===== src/rtl/spireg_pkg.sv =====
package spireg_pkg;
  localparam int ADDR_W = 6;
  localparam int DATA_W = 8;
  localparam int DEPTH  = 1 << ADDR_W;
  localparam int CNT_W  = $clog2(DATA_W);

  typedef struct packed {
    logic              wr;
    logic              inc;
    logic [ADDR_W-1:0] addr;
  } cmd_t;
endpackage


===== src/rtl/spireg_sync.sv =====
module spireg_sync #(
  parameter int             W       = 1,
  parameter int             STAGES  = 2,
  parameter logic [W-1:0]   RST_VAL = '0
) (
  input  logic         clk,
  input  logic         rst_n,
  input  logic [W-1:0] d,
  output logic [W-1:0] q
);
  logic [W-1:0] stg [STAGES];

  for (genvar s = 0; s < STAGES; s++) begin : g_stage
    if (s == 0) begin : g_first
      always_ff @(posedge clk or negedge rst_n) begin
        if (!rst_n) stg[s] <= RST_VAL;
        else        stg[s] <= d;
      end
    end else begin : g_next
      always_ff @(posedge clk or negedge rst_n) begin
        if (!rst_n) stg[s] <= RST_VAL;
        else        stg[s] <= stg[s-1];
      end
    end
  end

  assign q = stg[STAGES-1];
endmodule


===== src/rtl/spireg_regfile.sv =====
module spireg_regfile
  import spireg_pkg::*;
(
  input  logic              clk,
  input  logic              rst_n,
  input  logic              wr_en,
  input  logic [ADDR_W-1:0] wr_addr,
  input  logic [DATA_W-1:0] wr_data,
  input  logic [ADDR_W-1:0] rd_addr,
  output logic [DATA_W-1:0] rd_data
);
  logic [DATA_W-1:0] mem [DEPTH];

  always_ff @(posedge clk or negedge rst_n) begin
    if (!rst_n) begin
      for (int i = 0; i < DEPTH; i++) mem[i] <= '0;
    end else if (wr_en) begin
      mem[wr_addr] <= wr_data;
    end
  end

  assign rd_data = mem[rd_addr];

  // a strobed byte is present in the register one clock later
  p_write_lands_r3: assert property (@(posedge clk) disable iff (!rst_n)
    wr_en |=> mem[$past(wr_addr)] == $past(wr_data));
endmodule


===== src/rtl/spireg_ctrl.sv =====
module spireg_ctrl
  import spireg_pkg::*;
(
  input  logic              clk,
  input  logic              rst_n,
  input  logic              sck_s,
  input  logic              csn_s,
  input  logic              din_s,
  input  logic [DATA_W-1:0] rd_data,
  output logic [ADDR_W-1:0] rd_addr,
  output logic              wr_en,
  output logic [ADDR_W-1:0] wr_addr,
  output logic [DATA_W-1:0] wr_data,
  output logic              tx_bit,
  output logic              rd_phase
);
  logic              sck_d, sck_d_n;
  logic [CNT_W-1:0]  bit_cnt, bit_cnt_n;
  logic              data_ph, data_ph_n;
  cmd_t              cmd, cmd_n;
  logic [DATA_W-2:0] rx_sh, rx_sh_n;
  logic [DATA_W-1:0] tx_sh, tx_sh_n;
  logic              wr_en_n;
  logic [ADDR_W-1:0] wr_addr_n;
  logic [DATA_W-1:0] wr_data_n;

  logic              rise, fall, byte_done, data_done;
  logic [DATA_W-1:0] rx_byte;
  logic [ADDR_W-1:0] load_addr;

  assign rise      = sck_s & ~sck_d;
  assign fall      = ~sck_s & sck_d;
  assign rx_byte   = {rx_sh, din_s};
  assign byte_done = ~csn_s & rise & (bit_cnt == CNT_W'(DATA_W-1));
  assign data_done = byte_done & data_ph;
  assign load_addr = !data_ph ? rx_byte[ADDR_W-1:0]
                   : (cmd.inc ? cmd.addr + ADDR_W'(1) : cmd.addr);
  assign rd_addr   = load_addr;

  always_comb begin
    sck_d_n   = sck_s;
    bit_cnt_n = bit_cnt;
    data_ph_n = data_ph;
    cmd_n     = cmd;
    rx_sh_n   = rx_sh;
    tx_sh_n   = tx_sh;
    wr_en_n   = 1'b0;
    wr_addr_n = wr_addr;
    wr_data_n = wr_data;
    if (csn_s) begin
      bit_cnt_n = '0;
      data_ph_n = 1'b0;
      tx_sh_n   = '0;
    end else if (rise) begin
      rx_sh_n   = rx_byte[DATA_W-2:0];
      bit_cnt_n = bit_cnt + CNT_W'(1);
      if (byte_done) begin
        tx_sh_n = rd_data;
        if (!data_ph) begin
          cmd_n     = cmd_t'(rx_byte);
          data_ph_n = 1'b1;
        end else begin
          if (cmd.wr) begin
            wr_en_n   = 1'b1;
            wr_addr_n = cmd.addr;
            wr_data_n = rx_byte;
          end
          cmd_n.addr = load_addr;
        end
      end
    end else if (fall && bit_cnt != '0) begin
      tx_sh_n = {tx_sh[DATA_W-2:0], 1'b0};
    end
  end

  always_ff @(posedge clk or negedge rst_n) begin
    if (!rst_n) begin
      sck_d   <= 1'b0;
      bit_cnt <= '0;
      data_ph <= 1'b0;
      cmd     <= '0;
      rx_sh   <= '0;
      tx_sh   <= '0;
      wr_en   <= 1'b0;
      wr_addr <= '0;
      wr_data <= '0;
    end else begin
      sck_d   <= sck_d_n;
      bit_cnt <= bit_cnt_n;
      data_ph <= data_ph_n;
      cmd     <= cmd_n;
      rx_sh   <= rx_sh_n;
      tx_sh   <= tx_sh_n;
      wr_en   <= wr_en_n;
      wr_addr <= wr_addr_n;
      wr_data <= wr_data_n;
    end
  end

  assign tx_bit   = tx_sh[DATA_W-1];
  assign rd_phase = data_ph & ~cmd.wr;

  // a strobe never lasts longer than one clock
  p_strobe_single_r3: assert property (@(posedge clk) disable iff (!rst_n)
    wr_en |=> !wr_en);
  // increment steps the address by one, wrapping at the top
  p_inc_step_r4: assert property (@(posedge clk) disable iff (!rst_n)
    (data_done && cmd.inc) |=> cmd.addr == $past(cmd.addr) + ADDR_W'(1));
  // without increment the address holds across data bytes
  p_hold_addr_r5: assert property (@(posedge clk) disable iff (!rst_n)
    (data_done && !cmd.inc) |=> $stable(cmd.addr));
  // deselect returns the framing to a fresh command byte
  p_deselect_r7: assert property (@(posedge clk) disable iff (!rst_n)
    csn_s |=> (bit_cnt == '0 && !data_ph));
endmodule


===== src/rtl/spireg_slave.sv =====
module spireg_slave
  import spireg_pkg::*;
#(
  parameter int SYNC_STAGES = 2
) (
  input  logic              clk,
  input  logic              rst_n,
  input  logic              cfg_3wire,
  input  logic              spi_sck,
  input  logic              spi_csn,
  input  logic              spi_mosi,
  output logic              spi_miso,
  output logic              spi_miso_oe,
  input  logic              spi_sdat_i,
  output logic              spi_sdat_o,
  output logic              spi_sdat_oe,
  output logic              wr_stb,
  output logic [ADDR_W-1:0] wr_addr,
  output logic [DATA_W-1:0] wr_data
);
  logic [1:0]        rst_q;
  logic              rst_i;
  logic              din_raw, sck_s, csn_s, din_s;
  logic [DATA_W-1:0] rd_data;
  logic [ADDR_W-1:0] rd_addr;
  logic              tx_bit, rd_phase;

  always_ff @(posedge clk or negedge rst_n) begin
    if (!rst_n) rst_q <= 2'b00;
    else        rst_q <= {rst_q[0], 1'b1};
  end
  assign rst_i = rst_q[1];

  assign din_raw = cfg_3wire ? spi_sdat_i : spi_mosi;

  spireg_sync #(.W(3), .STAGES(SYNC_STAGES), .RST_VAL(3'b010)) u_sync (
    .clk   (clk),
    .rst_n (rst_i),
    .d     ({spi_sck, spi_csn, din_raw}),
    .q     ({sck_s, csn_s, din_s})
  );

  spireg_ctrl u_ctrl (
    .clk      (clk),
    .rst_n    (rst_i),
    .sck_s    (sck_s),
    .csn_s    (csn_s),
    .din_s    (din_s),
    .rd_data  (rd_data),
    .rd_addr  (rd_addr),
    .wr_en    (wr_stb),
    .wr_addr  (wr_addr),
    .wr_data  (wr_data),
    .tx_bit   (tx_bit),
    .rd_phase (rd_phase)
  );

  spireg_regfile u_regs (
    .clk     (clk),
    .rst_n   (rst_i),
    .wr_en   (wr_stb),
    .wr_addr (wr_addr),
    .wr_data (wr_data),
    .rd_addr (rd_addr),
    .rd_data (rd_data)
  );

  assign spi_miso    = tx_bit;
  assign spi_sdat_o  = tx_bit;
  assign spi_miso_oe = ~cfg_3wire & ~spi_csn;
  assign spi_sdat_oe = cfg_3wire & ~spi_csn & rd_phase;

  // the two output lines are never driven together
  p_oe_exclusive_r9: assert property (@(posedge clk) disable iff (!rst_i)
    $onehot0({spi_miso_oe, spi_sdat_oe}));
endmodule


===== config.mk =====
export PLATFORM = sky130hd
export DESIGN_NAME = spireg_slave
export DESIGN_NICKNAME = d
export VERILOG_FILES = /design/src/rtl/spireg_pkg.sv /design/src/rtl/spireg_sync.sv /design/src/rtl/spireg_regfile.sv /design/src/rtl/spireg_ctrl.sv /design/src/rtl/spireg_slave.sv
export SDC_FILE = /design/constraint.sdc
export NUM_CORES = 1
export LEC_CHECK = 0
export BUFFER_PORTS_ARGS = -buffer_cell sky130_fd_sc_hd__buf_2
export CORE_MARGIN = 8
export CORE_UTILIZATION = 35
export DETAILED_ROUTE_END_ITERATION = 6
export PLACE_DENSITY = 0.48
export SYNTH_ARGS = -nofsm -noshare
export SYNTH_HDL_FRONTEND = slang
export SYNTH_HIERARCHICAL = 1
export SYNTH_SLANG_ARGS = --single-unit

===== constraint.sdc =====
create_clock -name clk -period 21.1 [get_ports clk]
set_clock_uncertainty 0.15 [all_clocks]
set_input_delay 2.11 -clock clk [delete_from_list [all_inputs] [get_ports clk]]
set_output_delay 2.11 -clock clk [all_outputs]
set_load 0.05 [all_outputs]

==> out/results.ini <==
[run_status]
status=finished clean

[grt]
antenna_found_initial=1
grt_pass1_wl_microns=105000
grt_overflow=0
grt_pass1_vias=15757
grt_util_all_layers_pct=16.8
grt_max_degree=102

[detailed_routing]
vias_per_cell=5.40
routedWlPerCell_microns=25.5
wl_microns=68400
drc=0
vias=14504
drt_iter0_markers=651
postRouteAntennaNets=0
firstDrtPassIters=5

[worst_setup_path]
worstPathArrival_ns=2.69
cpMostUsedCell=buf_2
worstSetupPathType=primary input to primary output
max_stage_delay_ns=0.26
slowest_stage=buf_2
r2r_cells=11
cp-end-kind=primary output
worstPathRequired_ns=18.84
critPathLaunchType=primary input
cp_max_fo=3
cp_cell_sequence=buf_2 -> and3b_2 -> buf_2

[yosys]
synth_edf_count=0
yosys_warnings=6
ys_ff_latch=563
synth_cell_types=64
synth.avg_cell_area_sq_um=15.4
synthFlopType=dfrtp_1
netlist_instances=1687
synth.yosys.seq_area_share_pct=54.3
syn_area_sq_um=26000
ys_async_sr_fraction_pct=100
syn_nets=1698

[die]
num_rows=100
core_area_sq_um=73900
io_pins=26
fp.dieH_microns=288
die-area_sq_um=83200
initial_core_util_pct=35.1
fp.dieW_microns=288

[cts]
path_clk_slew_ns=0.06
cts_made_buffers=66
cts_root_buffer=clkbuf_16
cts.sinks=563
cts_hold_buf=0
clk_latency_ns=0.59
cts_max_level=3
postCtsSetupRepairBufs=0
clock_path_buffers=3
post_cts_resize_count=0
cts_tree=done

[min_path]
holdPathStages=0
hold_path.class=flip-flop to flip-flop

[pwr]
switching_share_pct=26.3
p_seq_share_pct=43.7
switchingPower_uw=663
internal-power_mw=1.86
clockPowerShare_pct=44.8
p_leak_nw=13.8
power_per_cell_area_nw_per_um2=86.9
vdd_drop_max_mv=0.0507
pwr-share-comb_pct=11.6

[place]
port_buffers=25
gp_congestion=0.771
hpwl_microns=41000

[finish]
fillers=6786
drive_gt1_share_pct=47.1
fin_util_pct=39.3
layout_commonest_cell=dfrtp_1
fin_nets=1681
final_cell_mix=dfrtp_1, mux2_2, mux4_2, clkbuf_16, mux2_1
syn_to_final_growth_pct=11.9

[sta]
max_slew.worst_pin.slew_ns=1.08
final_hold_viol_count=0
finalSetupViolations=0
period_share_pct=23.5
max_freq_mhz=202
finalMaxSlewViolations=0
rsz0062_at_grt=no
slew-limit-headroom_pct=27.7
tns_ns=0
min_period_ns=4.95
holdWs_ns=0.198

[job]
drv_cap=0

-- per-layer routing --
layer | global-route usage (%) | share of wire (%) | vias up | routed length, microns
met5 | 0 | 0 | - | 0
met4 | 4.74 | 1.9 | 0 | 1320
met3 | 3.08 | 4.2 | 84 | 2880
met2 | 26.9 | 47 | 240 | 32300
met1 | 23.3 | 47 | 7919 | 31900
li1 | - | - | 6261 | -
-- worst max-delay path, delay by kind of cell --
family                 cells  cell delay (ns)
buffers and inverters      2             0.37
and+or+nand+nor            1             0.21
-- power groups by stage --
stage                     Combinational [mW]  Sequential [mW]  Clock (mW)
after global placement                 0.299             1.12           0
final                                  0.292             1.10        1.13
after CTS                              0.300             1.10        1.17
after detailed placement               0.299             1.12           0
after global routing                   0.316             1.10        1.21
after floorplan                        0.186             1.13           0
-- cell type report --
cell class                 instances  area (sq um)  share of cell area, %
tap                              969          1210                   4.17
clock buffer                     100          2000                   6.90
antenna                            1          2.50                0.00861
timing repair buffer              47           315                   1.08
sequential                       563         14100                   48.5
clock inverter                    13           134                  0.461
inverter                          11          41.3                  0.142
multi-input combinational        981         11200                   38.7
-- cell usage after synthesis, drive strengths merged (4+ instances only) --
cell type,number,share of area [%]
nor2,57,1.1
nand4,4,0.12
nor2b,11,0.32
nand2b,7,0.17
and3,4,0.096
nor3b,4,0.12
nand2,49,0.71
buf,63,1.5
dfrtp,561,54
nor4bb,7,0.27
mux2,545,24
a31oi,8,0.19
o221ai,6,0.20
a21oi,21,0.40
nand3,9,0.21
mux2i,36,1.4
clkbuf,69,1.0
o31ai,7,0.20
inv,11,0.16
ha,4,0.19
o22ai,10,0.24
o21ai,13,0.25
mux4,132,12
a211oi,7,0.20
-- kinds of logic (layout without fill, tap and decap cells) --
| kind of cell | count (synthesis) | after routing | synth area share, % |
|---|---|---|---|
| buf+inv | 143 | 171 | 2.70 |
| compound gates | 87 | 87 | 2.27 |
| fa+ha+maj | 4 | 4 | 0.193 |
| other cells | 1 | 2 | 0.0144 |
| xor+xnor | 4 | 4 | 0.135 |
| flops | 563 | 563 | 54.3 |
| mux | 713 | 713 | 36.6 |
| simple gates | 172 | 172 | 3.82 |
-- per-stage QoR --
stage / total power [mW] / cell area [sq um] / setup slack (ns) / cells
finish: 2.53 / 29100 / 16.15 / 2685
detailed placement: 1.42 / 26900 / 16.15 / 2571
global placement: 1.42 / 26900 / 16.14 / 2571
CTS: 2.58 / 29100 / 16.14 / 2684
global route: 2.63 / 29100 / 16.04 / 2684
floorplan: 1.32 / 26000 / 4.10 / 1687
-- sequential cells by signal (all words and copies together), names as in the netlist --
name            cells
u_regs/mem        512
u_ctrl/cmd          8
u_ctrl/tx_sh        8
u_ctrl/wr_data      8
u_ctrl/rx_sh        7
u_ctrl/wr_addr      6
u_ctrl/bit_cnt      3
u_sync/q            3
u_sync/stg          3
rst_q               2
u_ctrl/data_ph      1
u_ctrl/sck_d        1
u_ctrl/wr_en        1
-- final timing paths --
kind                                           to  slack (ns)      startpoint
worst max-delay path                  spi_sdat_oe       16.15         spi_csn
worst min-delay path                     rst_q[1]        0.20        rst_q[0]
worst max register to register    u_ctrl/tx_sh[1]       16.40  u_ctrl/data_ph
worst min register to register           rst_q[1]        0.20        rst_q[0]
max in group asynchronous       u_ctrl/wr_data[5]       17.90        rst_q[1]
min in group asynchronous         u_regs/mem[276]        0.34        rst_q[1]
Note: power is estimated with default switching activity, not from simulation.
